--- config.mk ---
export PLATFORM = sky130hd
export DESIGN_NAME = kwdog_top
export DESIGN_NICKNAME = d
export VERILOG_FILES = /design/src/rtl/kwdog_pkg.sv /design/src/rtl/kwdog_presc.sv /design/src/rtl/kwdog_pend.sv /design/src/rtl/kwdog_count.sv /design/src/rtl/kwdog_top.sv
export SDC_FILE = /design/constraint.sdc
export NUM_CORES = 1
export LEC_CHECK = 0
export BUFFER_PORTS_ARGS = -buffer_cell sky130_fd_sc_hd__buf_4
export CAP_MARGIN = 5
export CORE_AREA = 2 2 97 99
export CTS_BUF_LIST = sky130_fd_sc_hd__clkbuf_8
export CTS_CLUSTER_SIZE = 30
export DETAILED_ROUTE_END_ITERATION = 12
export DIE_AREA = 0 0 99 101
export PLACE_DENSITY = 0.6
export SYNTH_ARGS = -nofsm -noshare
export SYNTH_HDL_FRONTEND = slang
export SYNTH_SLANG_ARGS = --single-unit
export TNS_END_PERCENT = 30
--- constraint.sdc ---
create_clock -name clk -period 6.24 [get_ports clk]
set_input_delay 0 -clock clk [delete_from_list [all_inputs] [get_ports clk]]
set_output_delay 0 -clock clk [all_outputs]
set_load 0.05 [all_outputs]
--- src/rtl/kwdog_pkg.sv ---
package kwdog_pkg;
  localparam logic [31:0] KEY_OPEN  = 32'h0000_5555;
  localparam logic [31:0] KEY_CLOSE = 32'h0000_0000;
  localparam logic [31:0] KEY_ARM   = 32'h0000_CCCC;
  localparam logic [31:0] KEY_FEED  = 32'h0000_AAAA;

  localparam logic [4:0] OFS_KEY  = 5'h00;
  localparam logic [4:0] OFS_DIV  = 5'h04;
  localparam logic [4:0] OFS_RLD  = 5'h08;
  localparam logic [4:0] OFS_STAT = 5'h0C;
  localparam logic [4:0] OFS_WIN  = 5'h10;

  // Last prescaler count for a divider code; codes above 6 saturate at /256.
  function automatic logic [7:0] div_last(input logic [2:0] code);
    logic [2:0] sat;
    logic [8:0] span;
    sat  = (code > 3'd6) ? 3'd6 : code;
    span = (9'd4 << sat) - 9'd1;
    return span[7:0];
  endfunction
endpackage

--- src/rtl/kwdog_presc.sv ---
module kwdog_presc
  import kwdog_pkg::*;
#(
  parameter int PRE_W = 3,
  parameter int DIV_W = 8
) (
  input  logic             clk,
  input  logic             rst,
  input  logic             clear,
  input  logic [PRE_W-1:0] code,
  output logic             tick
);
  logic [DIV_W-1:0] cnt_q;
  logic [DIV_W-1:0] last;

  assign last = DIV_W'(div_last(3'(code)));
  assign tick = (cnt_q == last) && !clear;

  always_ff @(posedge clk) begin
    if (rst || clear) cnt_q <= '0;
    else if (cnt_q == last) cnt_q <= '0;
    else cnt_q <= cnt_q + 1'b1;
  end
endmodule

--- src/rtl/kwdog_pend.sv ---
module kwdog_pend #(
  parameter int              DW         = 12,
  parameter int              SYNC_TICKS = 3,
  parameter logic [DW-1:0]   RST_VAL    = '0
) (
  input  logic          clk,
  input  logic          rst,
  input  logic          wr,
  input  logic [DW-1:0] wdata,
  input  logic          tick,
  output logic [DW-1:0] shadow,
  output logic [DW-1:0] active,
  output logic          busy
);
  localparam int DC_W = $clog2(SYNC_TICKS + 1);
  logic [DC_W-1:0] dcnt_q;

  always_ff @(posedge clk) begin
    if (rst) begin
      shadow <= RST_VAL;
      active <= RST_VAL;
      busy   <= 1'b0;
      dcnt_q <= '0;
    end else if (wr) begin
      shadow <= wdata;
      busy   <= 1'b1;
      dcnt_q <= '0;
    end else if (busy && tick) begin
      if (dcnt_q == DC_W'(SYNC_TICKS - 1)) begin
        active <= shadow;
        busy   <= 1'b0;
      end else begin
        dcnt_q <= dcnt_q + 1'b1;
      end
    end
  end
endmodule

--- src/rtl/kwdog_count.sv ---
module kwdog_count #(
  parameter int CNT_W = 12
) (
  input  logic             clk,
  input  logic             rst,
  input  logic             arm,
  input  logic             feed,
  input  logic             tick,
  input  logic [CNT_W-1:0] reload,
  output logic             running,
  output logic [CNT_W-1:0] count,
  output logic             pulse
);
  always_ff @(posedge clk) begin
    if (rst) begin
      running <= 1'b0;
      count   <= {CNT_W{1'b1}};
      pulse   <= 1'b0;
    end else begin
      pulse <= 1'b0;
      if (arm) running <= 1'b1;
      if (arm || feed) begin
        count <= reload;
      end else if (running && tick) begin
        if (count == '0) begin
          pulse <= 1'b1;
          count <= reload;
        end else begin
          count <= count - 1'b1;
        end
      end
    end
  end
endmodule

--- src/rtl/kwdog_top.sv ---
module kwdog_top
  import kwdog_pkg::*;
#(
  parameter int ADDR_W     = 5,
  parameter int CNT_W      = 12,
  parameter int PRE_W      = 3,
  parameter int SYNC_TICKS = 3
) (
  input  logic              clk,
  input  logic              rst,
  input  logic              bus_wr,
  input  logic              bus_rd,
  input  logic [ADDR_W-1:0] bus_addr,
  input  logic [31:0]       bus_wdata,
  output logic [31:0]       bus_rdata,
  output logic              wdog_rst_o
);
  localparam int DIV_W = 8;

  logic             unlock_q;
  logic             key_wr, div_wr, rld_wr;
  logic             arm_go, feed_go, presc_clr, tick;
  logic             run_q;
  logic [CNT_W-1:0] cnt_q;
  logic [PRE_W-1:0] div_sh, div_act;
  logic [CNT_W-1:0] rld_sh, rld_act;
  logic             div_busy, rld_busy;

  assign key_wr  = bus_wr && (bus_addr == ADDR_W'(OFS_KEY));
  assign div_wr  = bus_wr && (bus_addr == ADDR_W'(OFS_DIV)) && unlock_q;
  assign rld_wr  = bus_wr && (bus_addr == ADDR_W'(OFS_RLD)) && unlock_q;
  assign arm_go  = key_wr && (bus_wdata == KEY_ARM) && !run_q;
  assign feed_go = key_wr && (bus_wdata == KEY_FEED);
  assign presc_clr = arm_go || feed_go;

  always_ff @(posedge clk) begin
    if (rst) unlock_q <= 1'b0;
    else if (key_wr && bus_wdata == KEY_OPEN) unlock_q <= 1'b1;
    else if (key_wr && bus_wdata == KEY_CLOSE) unlock_q <= 1'b0;
  end

  kwdog_presc #(.PRE_W(PRE_W), .DIV_W(DIV_W)) u_presc (
    .clk(clk), .rst(rst), .clear(presc_clr), .code(div_act), .tick(tick)
  );

  kwdog_pend #(.DW(PRE_W), .SYNC_TICKS(SYNC_TICKS), .RST_VAL('0)) u_pend_div (
    .clk(clk), .rst(rst), .wr(div_wr), .wdata(bus_wdata[PRE_W-1:0]), .tick(tick),
    .shadow(div_sh), .active(div_act), .busy(div_busy)
  );

  kwdog_pend #(.DW(CNT_W), .SYNC_TICKS(SYNC_TICKS), .RST_VAL({CNT_W{1'b1}})) u_pend_rld (
    .clk(clk), .rst(rst), .wr(rld_wr), .wdata(bus_wdata[CNT_W-1:0]), .tick(tick),
    .shadow(rld_sh), .active(rld_act), .busy(rld_busy)
  );

  kwdog_count #(.CNT_W(CNT_W)) u_count (
    .clk(clk), .rst(rst), .arm(arm_go), .feed(feed_go), .tick(tick),
    .reload(rld_act), .running(run_q), .count(cnt_q), .pulse(wdog_rst_o)
  );

  always_ff @(posedge clk) begin
    if (rst) begin
      bus_rdata <= '0;
    end else if (bus_rd) begin
      case (bus_addr)
        ADDR_W'(OFS_DIV):  bus_rdata <= 32'(div_sh);
        ADDR_W'(OFS_RLD):  bus_rdata <= 32'(rld_sh);
        ADDR_W'(OFS_STAT): bus_rdata <= {30'd0, rld_busy, div_busy};
        default:           bus_rdata <= '0;
      endcase
    end
  end
endmodule

==> flow_metrics.env, run 1 <==
export IMPL_status="complete, no violations"
export IMPL_worstMarginPinSlew_ns=1.17
export IMPL_cts_root_buf="clkbuf_8"
export IMPL_swShare=0.231
export IMPL_synth_edf_count=0
export IMPL_layout_worst_path_cycle_share=0.511
export IMPL_wl_mm=9.04
export IMPL_vias_per_cell=5.44
export IMPL_finalClockSkew_ns=0.00434
export IMPL_path_max_fanout=17
export IMPL_yosys_cell_count_top_type="dfxtp_1"
export IMPL_top_layer="met4"
export IMPL_grt_pass1_wl_mm=15.0
export IMPL_cts_sinks=71
export IMPL_critical_path_class="input port to register"
export IMPL_hold_violations=0
export IMPL_vdd_drop_max_v=0.000124
export IMPL_synth_warnings=0
export IMPL_dp_hpwl_mm=6.73
export IMPL_firstDrtPassIters=5
export IMPL_cts_hold_fix_buffers=12
export IMPL_initial_core_util=0.391
export IMPL_wl_per_cell_um=14.9
export IMPL_cts_resized=0
export IMPL_synthTopCellsByArea="dfxtp_1, nand2_1, nor2_1"
export IMPL_postCtsSetupBuffers=0
export IMPL_synth_top_area_cell="dfxtp_1"
export IMPL_drv_cap=0
export IMPL_hp_class="input port to register"
export IMPL_arrival_ns=3.43
export IMPL_clk_latency_ns=0.35
export IMPL_combPwrFrac=0.087
export IMPL_numPortBuffers=53
export IMPL_syn2layout_area_growth_pct=22.4
export IMPL_cts_tree="yes"
export IMPL_synth_ff_type="dfxtp_1"
export IMPL_p_switching_w=0.000242
export IMPL_rsz0062_at_grt="no"
export IMPL_antenna_found_initial=0
export IMPL_n_fill_cell=870
export IMPL_setup_worst_path_start_class="input port"
export IMPL_grt_overflow_total=0
export IMPL_syn_cell_area_um2=3510
export IMPL_core_area_um2=8980
export IMPL_final_max_slew_viol_count=0
export IMPL_synth_async_reset_ratio=0
export IMPL_p_int_w=0.000806
export IMPL_routabilityCongestion=0.876
export IMPL_syn_inst=431
export IMPL_dr_first_iter_drc_count=173
export IMPL_clockBufferDepth=2
export IMPL_ff2ff_setup_slack_ns=3.11
export IMPL_stdcell_count=606
export IMPL_power_density_nw_per_um2=244
export IMPL_power_share_sequential=0.442
export IMPL_fp_dieH_um=101
export IMPL_grt_use_total=0.188
export IMPL_fmax_mhz=314
export IMPL_die_area_um2=10000
export IMPL_grt_max_degree=38
export IMPL_route_met3_wl_um=404
export IMPL_vias=3296
export IMPL_final_nets=536
export IMPL_clk_pin_slew_ns=0.08
export IMPL_yosysUniqueCellTypes=49
export IMPL_seq_area_frac_synth=0.405
export IMPL_ys_seq_elements=71
export IMPL_setup_violations=0
export IMPL_fin_setup_tns_ns=0
export IMPL_die_x_um=99
export IMPL_synth_common_cells="dfxtp_1, nand2_1, nor2_1"
export IMPL_yosysTopAreaCellShare=0.405
export IMPL_p_leak_nw=1.64
export IMPL_cts_buffers=9
export IMPL_pin_count=74
export IMPL_placementRows=35
export IMPL_power_frac_clock=0.472
export IMPL_relSlewSlack=0.216
export IMPL_drtAntennaViolNets=0
export IMPL_drc=0
export IMPL_crit_required_ns=6.48
export IMPL_wl_met2_mm=4.31
export IMPL_synth_area_per_cell_um2=8.15
export IMPL_dp_cells=578
export IMPL_drive_gt1_frac=0.164
export IMPL_htreeDepth=3
export IMPL_cp_end_kind="register"
export IMPL_diodes=0
export IMPL_grt_pass1_vias=3042
export IMPL_finalCriticalPeriod_ns=3.19
export IMPL_met1_length_mm=4.15
-- cells by family (layout without fill, tap and decap cells) --
family | after synthesis | in the layout | share of synthesized area
buffers and inverters | 51 | 96 | 0.0783
other | 1 | 20 | 0.00107
DFF | 71 | 71 | 0.405
and+or+nand+nor | 200 | 200 | 0.277
muxes | 18 | 18 | 0.0523
xor gates and xnor gates | 8 | 8 | 0.0199
adders and majority gates | 5 | 5 | 0.0178
AOI/OAI and AO/OA | 77 | 77 | 0.149
-- power groups by stage --
stage / Clock (W) / Sequential (W) / Combinational [W]
floorplan: 0 / 0.000474 / 0.0000610
global placement: 0 / 0.000473 / 0.0000838
detailed placement: 0 / 0.000474 / 0.0000845
CTS: 0.000501 / 0.000463 / 0.0000905
global route: 0.000521 / 0.000464 / 0.0000988
finish: 0.000494 / 0.000463 / 0.0000909
-- per-stage QoR --
stage,instance area (um2),worst slack (ns),hold slack (ns),util,power (W)
finish,4300,3.05,0.0349,0.479,0.00105
global route,4300,2.82,0.0523,0.479,0.00108
CTS,4300,3.10,0.0279,0.479,0.00105
detailed placement,3910,3.14,0.239,0.436,0.000558
global placement,3910,3.15,0.231,0.436,0.000557
floorplan,3580,3.81,0.124,-,0.000535
-- critical path: stages --
cell and delay [ns]:
dlygate4sd3_1 0.54, buf_4 0.15, nor4_1 0.53, or3b_1 0.46, a2111oi_4 0.99, nor2_2 0.19, mux2_2 0.34, a21oi_1 0.14
o21ai_1 0.08
-- flip-flops by register name, indices dropped and copies added (netlist names) --
name	count
u_pend_div.dcnt_q	2
u_pend_div.shadow	3
u_pend_rld.busy	1
unlock_q	1
u_pend_rld.active	12
u_count.running	1
u_pend_rld.dcnt_q	2
u_count.count	12
bus_rdata	12
u_pend_rld.shadow	12
u_pend_div.busy	1
u_pend_div.active	3
u_count.pulse	1
u_presc.cnt_q	8
-- area by class of cell --
cell class | count | area [um2] | area share
inverter | 13 | 48.8 | 0.0113
timing repair buffer | 67 | 533 | 0.124
multi-input combinational | 328 | 1890 | 0.439
sequential | 71 | 1420 | 0.331
clock buffer | 10 | 138 | 0.0320
tap | 111 | 139 | 0.0323
clock inverter | 6 | 133 | 0.0308
-- layout by cell type, fill, tap and decap left out, types with 10 or more instances in the layout --
cell	n
mux2i_1	15
dlygate4sd3_1	12
clkbuf_8	10
nor4_1	11
nand3_1	28
nand2_1	61
nor3_1	14
buf_4	55
conb_1	20
o21ai_0	19
dfxtp_1	71
a21oi_1	17
nor2_1	45
inv_1	14
a22oi_1	19
-- final timing paths --
| path | endpoint | cells after the start | startpoint |
|---|---|---|---|
| max | u_count.count[7]$_SDFFE_PP1P_ | 9 | bus_wdata[1] |
| min | unlock_q$_SDFFE_PP0P_ | 5 | bus_wdata[12] |
| max reg2reg | u_pend_rld.active[3]$_SDFFE_PP1P_ | 7 | u_presc.cnt_q[3]$_SDFF_PP0_ |
| min reg2reg | u_pend_div.dcnt_q[1]$_SDFFE_PP0P_ | 2 | u_pend_div.dcnt_q[1]$_SDFFE_PP0P_ |
-- layer usage --
| metal | track usage | up-vias |
|---|---|---|
| met2 | 0.310 | 111 |
| li1 | - | 1617 |
| met5 | 0 | - |
| met3 | 0.0333 | 16 |
| met4 | 0.0759 | 0 |
| met1 | 0.243 | 1552 |
Power figures use the tool's default switching activity.
==> run 2: changes to the inputs <==
==> constraint.sdc (replaced) <==
create_clock -name clk -period 3.1 [get_ports clk]
set_input_delay 0 -clock clk [delete_from_list [all_inputs] [get_ports clk]]
set_output_delay 0 -clock clk [all_outputs]
set_load 0.05 [all_outputs]
==> run 2 against run 1 <==
Effect of this change:
- non-clock buffer count increased by 9
- first-iteration DRC count increased by 1.2%
- core utilization increased by 0.21 points
- final cell count increased by 1.5%
- worst hold slack improved by 0.0030 ns
- final area increased by 0.44%
==> flow_metrics.env, run 2 (synthesis gave the netlist of run 1 again) <==
export IMPL_hold_violations=0
export IMPL_drtAntennaViolNets=0
export IMPL_core_area_um2=8980
export IMPL_utilization=0.481
export IMPL_critical_path_class="input port to register"
export IMPL_layout_commonest_cell="dfxtp_1"
export IMPL_relSlewSlack=0.573
export IMPL_die_x_um=99
export IMPL_crit_required_ns=3.34
export IMPL_dp_hpwl_mm=6.78
export IMPL_final_nets=545
export IMPL_firstDrtPassIters=5
export IMPL_vias_per_cell=5.35
export IMPL_rsz0062_at_grt="no"
export IMPL_drv_cap=0
export IMPL_cts_buffers=9
export IMPL_initial_core_util=0.391
export IMPL_syn2layout_area_growth_pct=22.9
export IMPL_cp_end_kind="register"
export IMPL_critPathSlowestCell="a2111oi_4"
export IMPL_clockBufferDepth=2
export IMPL_cts_root_buf="clkbuf_8"
export IMPL_clk_pin_slew_ns=0.08
export IMPL_grt_use_total=0.182
export IMPL_fin_hold_ws_ns=0.0379
export IMPL_grt_pass1_vias=3025
export IMPL_diodes=0
export IMPL_fin_setup_tns_ns=0
export IMPL_grt_max_degree=38
export IMPL_vdd_drop_max_v=0.000258
export IMPL_placementRows=35
export IMPL_drc=0
export IMPL_vias=3292
export IMPL_cpPeakStageDelay_ns=0.60
export IMPL_status="complete, no violations"
export IMPL_setup_worst_path_start_class="input port"
export IMPL_routabilityCongestion=0.950
export IMPL_drive_gt1_frac=0.179
export IMPL_placed_area_um2=3980
export IMPL_layout_common_cells="dfxtp_1, buf_4, nand2_1, nor2_1, nand3_1"
export IMPL_htreeDepth=3
export IMPL_dr_first_iter_drc_count=175
export IMPL_hp_class="input port to register"
export IMPL_power_density_nw_per_um2=451
export IMPL_grt_overflow_total=0
export IMPL_clk_latency_ns=0.35
export IMPL_antenna_found_initial=0
export IMPL_fmax_mhz=378
export IMPL_die_area_um2=10000
export IMPL_finalCriticalPeriod_ns=2.64
export IMPL_numPortBuffers=53
export IMPL_worstMarginPinSlew_ns=0.634
export IMPL_cts_tree="yes"
export IMPL_path_max_fanout=12
export IMPL_wl_per_cell_um=14.8
export IMPL_pin_count=74
export IMPL_finalClockSkew_ns=0.00816
export IMPL_wl_mm=9.09
export IMPL_p_leak_nw=1.66
export IMPL_setup_violations=0
export IMPL_cts_sinks=71
export IMPL_finalPower_w=0.00195
export IMPL_final_max_slew_viol_count=0
export IMPL_arrival_ns=2.88
export IMPL_layout_worst_path_cycle_share=0.853
export IMPL_fp_dieH_um=101
export IMPL_grt_pass1_wl_mm=14.8
export IMPL_fin_area_um2=4320
export IMPL_cp_common_cell="buf_4"
export IMPL_path_cells="dlygate4sd3_1 -> buf_4 -> nor4_1 -> buf_4 -> or3b_1 -> a2111oi_4 -> buf_4 -> nor3_2 -> buf_4 -> mux2i_1 -> nand2_1"
-- run 2: cell types whose count changed in the layout (fill, tap and decap cells not counted) --
cell | previous run | this run
buf_4 | 55 | 64
bufinv_16 | 4 | 2
clkbuf_8 | 10 | 9
clkinv_4 | 1 | 2
clkinvlp_4 | 0 | 1
inv_6 | 0 | 1
-- run 2: stage by stage --
step	worst slack, ns	cells
finish	0.456	615
global route	0.248	615
CTS	0.473	615
detailed placement	0.482	587
global placement	0.578	587
floorplan	0.674	450
-- run 2: final timing paths --
kind / from / end / slack (ns) / depth (start not counted)
worst min-delay path: bus_wdata[12] / unlock_q$_SDFFE_PP0P_ / 0.04 / 5
worst max-delay path: bus_wdata[1] / u_pend_rld.active[4]$_SDFFE_PP1P_ / 0.46 / 11
worst min register to register: u_presc.cnt_q[0]$_SDFF_PP0_ / u_presc.cnt_q[0]$_SDFF_PP0_ / 0.47 / 1
worst max register to register: u_presc.cnt_q[3]$_SDFF_PP0_ / u_pend_div.active[0]$_SDFFE_PP0P_ / 0.48 / 7
-- run 2: worst max-delay path: cells and delay by family --
family	cells	cell delay (ns)
buffers and inverters	5	1.31
AO/OA/AOI/OAI	1	0.60
AND/OR/NAND/NOR	4	0.81
multiplexers	1	0.17
-- run 2: cell type report --
class,count,area (um2)
Fill cell,876,4660
Multi-Input combinational cell,328,1890
Sequential cell,71,1420
Timing Repair Buffer,76,601
Tap cell,111,139
Clock buffer,9,124
Clock inverter,7,97.6
Inverter,13,48.8
-- run 2: timing repair --
| item | in CTS | in global routing |
|---|---|---|
| gates resized for setup | 0 | 0 |
| hold buffers | 12 | 0 |
| buffers inserted | 0 | 0 |
| endpoints found under the hold margin | 15 | 0 |
-- run 2: report_power, final --
group	switching, W	internal (W)
clock network	0.000374	0.000456
logic	0.000117	0.0000678
registers	0.0000115	0.000921
-- run 2: per-layer routing --
layer	routed length, um	GRT usage
met4	150	0.0601
met2	4300	0.307
met3	429	0.0354
met5	0	0
met1	4210	0.235
==> run 3: changes to the inputs <==
--- a/config.mk
+++ b/config.mk
@@ -5,14 +5,15 @@
 export SDC_FILE = /design/constraint.sdc
 export NUM_CORES = 1
 export LEC_CHECK = 0
+export ABC_AREA = 1
 export BUFFER_PORTS_ARGS = -buffer_cell sky130_fd_sc_hd__buf_4
 export CAP_MARGIN = 5
-export CORE_AREA = 2 2 97 99
+export CORE_AREA = 2 2 103 105
 export CTS_BUF_LIST = sky130_fd_sc_hd__clkbuf_8
 export CTS_CLUSTER_SIZE = 30
 export DETAILED_ROUTE_END_ITERATION = 12
-export DIE_AREA = 0 0 99 101
-export PLACE_DENSITY = 0.6
+export DIE_AREA = 0 0 105 107
+export PLACE_DENSITY = 0.59
 export SYNTH_ARGS = -nofsm -noshare
 export SYNTH_HDL_FRONTEND = slang
 export SYNTH_SLANG_ARGS = --single-unit
==> run 3 against run 2 <==
Effect of this change:
- sequential cell count did not move
- global-route usage fell by 0.65 points
- synthesized area rose by 13%
- highest routed layer unchanged
- critical path depth did not move
- clock skew barely moved
- clock power fell by 20%
- final cell count rose by 26%
==> flow_metrics.env, run 3 <==
export IMPL_seq_area_frac_synth=0.358
export IMPL_synth_ff_type="dfxtp_1"
export IMPL_p_switching_w=0.000504
export IMPL_worstMarginPinSlew_ns=0.782
export IMPL_power_share_sequential=0.508
export IMPL_syn2layout_area_growth_pct=17.9
export IMPL_synth_common_cells="nand2_1, dfxtp_1, nor2_1"
export IMPL_status="complete, no violations"
export IMPL_rsz0062_at_grt="no"
export IMPL_synth_top_area_cell="dfxtp_1"
export IMPL_grt_max_degree=40
export IMPL_pin_count=74
export IMPL_routabilityCongestion=0.938
export IMPL_syn_inst=574
export IMPL_drtAntennaViolNets=0
export IMPL_multiInputGateArea_um2=2110
export IMPL_vdd_drop_max_v=0.000170
export IMPL_hold_end="bus_rdata[4]$_SDFFE_PP0P_"
export IMPL_wl_mm=9.33
export IMPL_cts_resized=0
export IMPL_yosys_cell_count_top_type="nand2_1"
export IMPL_grt_pass1_vias=3375
export IMPL_min_from="bus_rd"
export IMPL_htreeDepth=3
export IMPL_synthTopCellsByArea="dfxtp_1, nand2_1, nor2_1"
export IMPL_numPortBuffers=53
export IMPL_antenna_found_initial=0
export IMPL_die_x_um=105
export IMPL_grt_use_total=0.176
export IMPL_cts_buffers=9
export IMPL_fin_area_um2=4680
export IMPL_initial_core_util=0.393
export IMPL_grt_overflow_total=0
export IMPL_wl_met2_mm=4.33
export IMPL_fin_setup_tns_ns=0
export IMPL_yosysUniqueCellTypes=36
export IMPL_combPwrFrac=0.127
export IMPL_setup_worst_path_start_class="register"
export IMPL_core_area_um2=10100
export IMPL_fp_dieH_um=107
export IMPL_layout_commonest_cell="nand2_1"
export IMPL_layout_worst_path_cycle_share=0.704
export IMPL_met1_length_mm=4.41
export IMPL_cp_end_kind="register"
export IMPL_clockBufferDepth=2
export IMPL_cts_tree="yes"
export IMPL_n_fill_cell=1044
export IMPL_drv_cap=0
export IMPL_vias=3719
export IMPL_p_int_w=0.00132
export IMPL_firstDrtPassIters=4
export IMPL_wl_per_cell_um=12.1
export IMPL_power_density_nw_per_um2=391
export IMPL_synth_area_per_cell_um2=6.92
export IMPL_grt_pass1_wl_mm=15.9
export IMPL_die_area_um2=11200
export IMPL_vias_per_cell=4.81
export IMPL_arrival_ns=2.42
export IMPL_diodes=0
export IMPL_seq_area_um2=1420
export IMPL_crit_required_ns=3.33
export IMPL_cts_sinks=71
export IMPL_dr_first_iter_drc_count=132
export IMPL_syn_cell_area_um2=3970
export IMPL_ys_seq_elements=71
export IMPL_finalCriticalPeriod_ns=2.18
export IMPL_route_met3_wl_um=336
export IMPL_final_max_slew_viol_count=0
export IMPL_relSlewSlack=0.477
export IMPL_drive_gt1_frac=0.154
export IMPL_r2r_start="u_pend_div.active[2]$_SDFFE_PP0P_"
export IMPL_synth_async_reset_ratio=0
export IMPL_setup_violations=0
export IMPL_top_layer="met4"
export IMPL_drc=0
export IMPL_swShare=0.275
export IMPL_finalClockSkew_ns=0.00844
export IMPL_dp_hpwl_mm=6.87
export IMPL_reg2regPathDepth=11
export IMPL_synth_warnings=0
export IMPL_synth_edf_count=0
export IMPL_power_frac_clock=0.365
export IMPL_fmax_mhz=458
export IMPL_critical_path_class="register to register"
export IMPL_path_max_fanout=24
export IMPL_hold_violations=0
export IMPL_cts_root_buf="clkbuf_8"
export IMPL_holdPathStages=2
export IMPL_placementRows=37
export IMPL_yosysTopAreaCellShare=0.358
export IMPL_placed_area_um2=4350
export IMPL_final_nets=678
export IMPL_ff2ff_setup_slack_ns=0.92
export IMPL_layout_common_cells="nand2_1, dfxtp_1, nor2_1, inv_1, buf_4"
export IMPL_p_leak_nw=2.20
export IMPL_reg2reg_to="u_pend_rld.active[4]$_SDFFE_PP1P_"
export IMPL_clk_pin_slew_ns=0.07
export IMPL_clk_latency_ns=0.36
export IMPL_hp_class="input port to register"
-- run 3: changes by cell type after synthesis, sizes merged, moves of 18 or more --
cell / previous run / this run
nand3: 28 / 51
inv: 13 / 58
nand2: 61 / 155
nand4: 5 / 23
a22oi: 19 / 0
nor2: 46 / 66
-- run 3: final cells by class --
type	instances	area share
multi-input cells	416	0.451
flip-flops and latches	71	0.304
repair buffers	70	0.120
inverters	64	0.0513
well taps	136	0.0364
clock buffers	11	0.0323
clock inverters	5	0.00535
-- run 3: cell families after synthesis --
| group | after synthesis | share of synthesized area |
|---|---|---|
| and+or+nand+nor | 321 | 0.376 |
| adders and majority gates | 5 | 0.0158 |
| buffers and inverters | 106 | 0.129 |
| xor gates and xnor gates | 15 | 0.0331 |
| DFF | 71 | 0.358 |
| other | 1 | 0.000945 |
| AOI/OAI and AO/OA | 55 | 0.0873 |
-- run 3: routing by layer --
layer	GRT usage	vias to the layer above
met4	0.0924	0
met3	0.0243	18
li1	-	1933
met1	0.222	1667
met5	0	-
met2	0.292	101
-- run 3: how the worst max path moves through the flow --
stage | from | endpoint | depth (start not counted) | slack [ns]
after floorplan | u_pend_div.active[2]$_SDFFE_PP0P_ | u_count.count[3]$_SDFFE_PP1P_ | 13 | 1.52
after global placement | u_pend_div.active[2]$_SDFFE_PP0P_ | u_pend_rld.active[4]$_SDFFE_PP1P_ | 11 | 1.10
after detailed placement | u_pend_div.active[2]$_SDFFE_PP0P_ | u_pend_rld.active[4]$_SDFFE_PP1P_ | 11 | 0.95
after CTS | u_pend_div.active[2]$_SDFFE_PP0P_ | u_pend_rld.active[4]$_SDFFE_PP1P_ | 11 | 0.93
after global routing | u_pend_div.active[2]$_SDFFE_PP0P_ | u_pend_rld.active[3]$_SDFFE_PP1P_ | 11 | 0.66
final | u_pend_div.active[2]$_SDFFE_PP0P_ | u_pend_rld.active[4]$_SDFFE_PP1P_ | 11 | 0.92
-- run 3: per-stage QoR --
| stage | hold slack, ns | util | instances | worst slack, ns | power (W) |
|---|---|---|---|---|---|
| final | 0.00286 | 0.464 | 773 | 0.918 | 0.00183 |
| after global routing | 0.0184 | 0.464 | 773 | 0.657 | 0.00190 |
| after CTS | 0.000419 | 0.464 | 773 | 0.933 | 0.00185 |
| after detailed placement | 0.259 | 0.431 | 742 | 0.950 | 0.00117 |
| after global placement | 0.259 | 0.431 | 742 | 1.10 | 0.00117 |
| after floorplan | 0.126 | - | 593 | 1.52 | 0.00111 |
-- run 3: worst max-delay path, stage by stage (launching register included) --
cell and delay [ns]:
dfxtp_1 0.45, inv_1 0.08, nand2_1 0.10, nand2_1 0.08, nand2_1 0.10, nand2_1 0.07, nor2_1 0.11, nand2_1 0.09
nor2_4 0.42, nand3_2 0.33, nand2_1 0.14, nand3_1 0.08
-- run 3: power by group through the flow --
stage / sequential (W) / clock (W) / combinational, W
floorplan: 0.000971 / 0 / 0.000143
global placement: 0.000950 / 0 / 0.000215
detailed placement: 0.000950 / 0 / 0.000217
CTS: 0.000929 / 0.000686 / 0.000232
global route: 0.000931 / 0.000722 / 0.000252
finish: 0.000929 / 0.000667 / 0.000232
-- run 3: what timing repair did --
action | in CTS | in global routing
endpoints found under the hold margin | 20 | 0
hold buffers | 15 | 0
endpoints found under the setup margin | 0 | 0
buffers inserted | 0 | 0
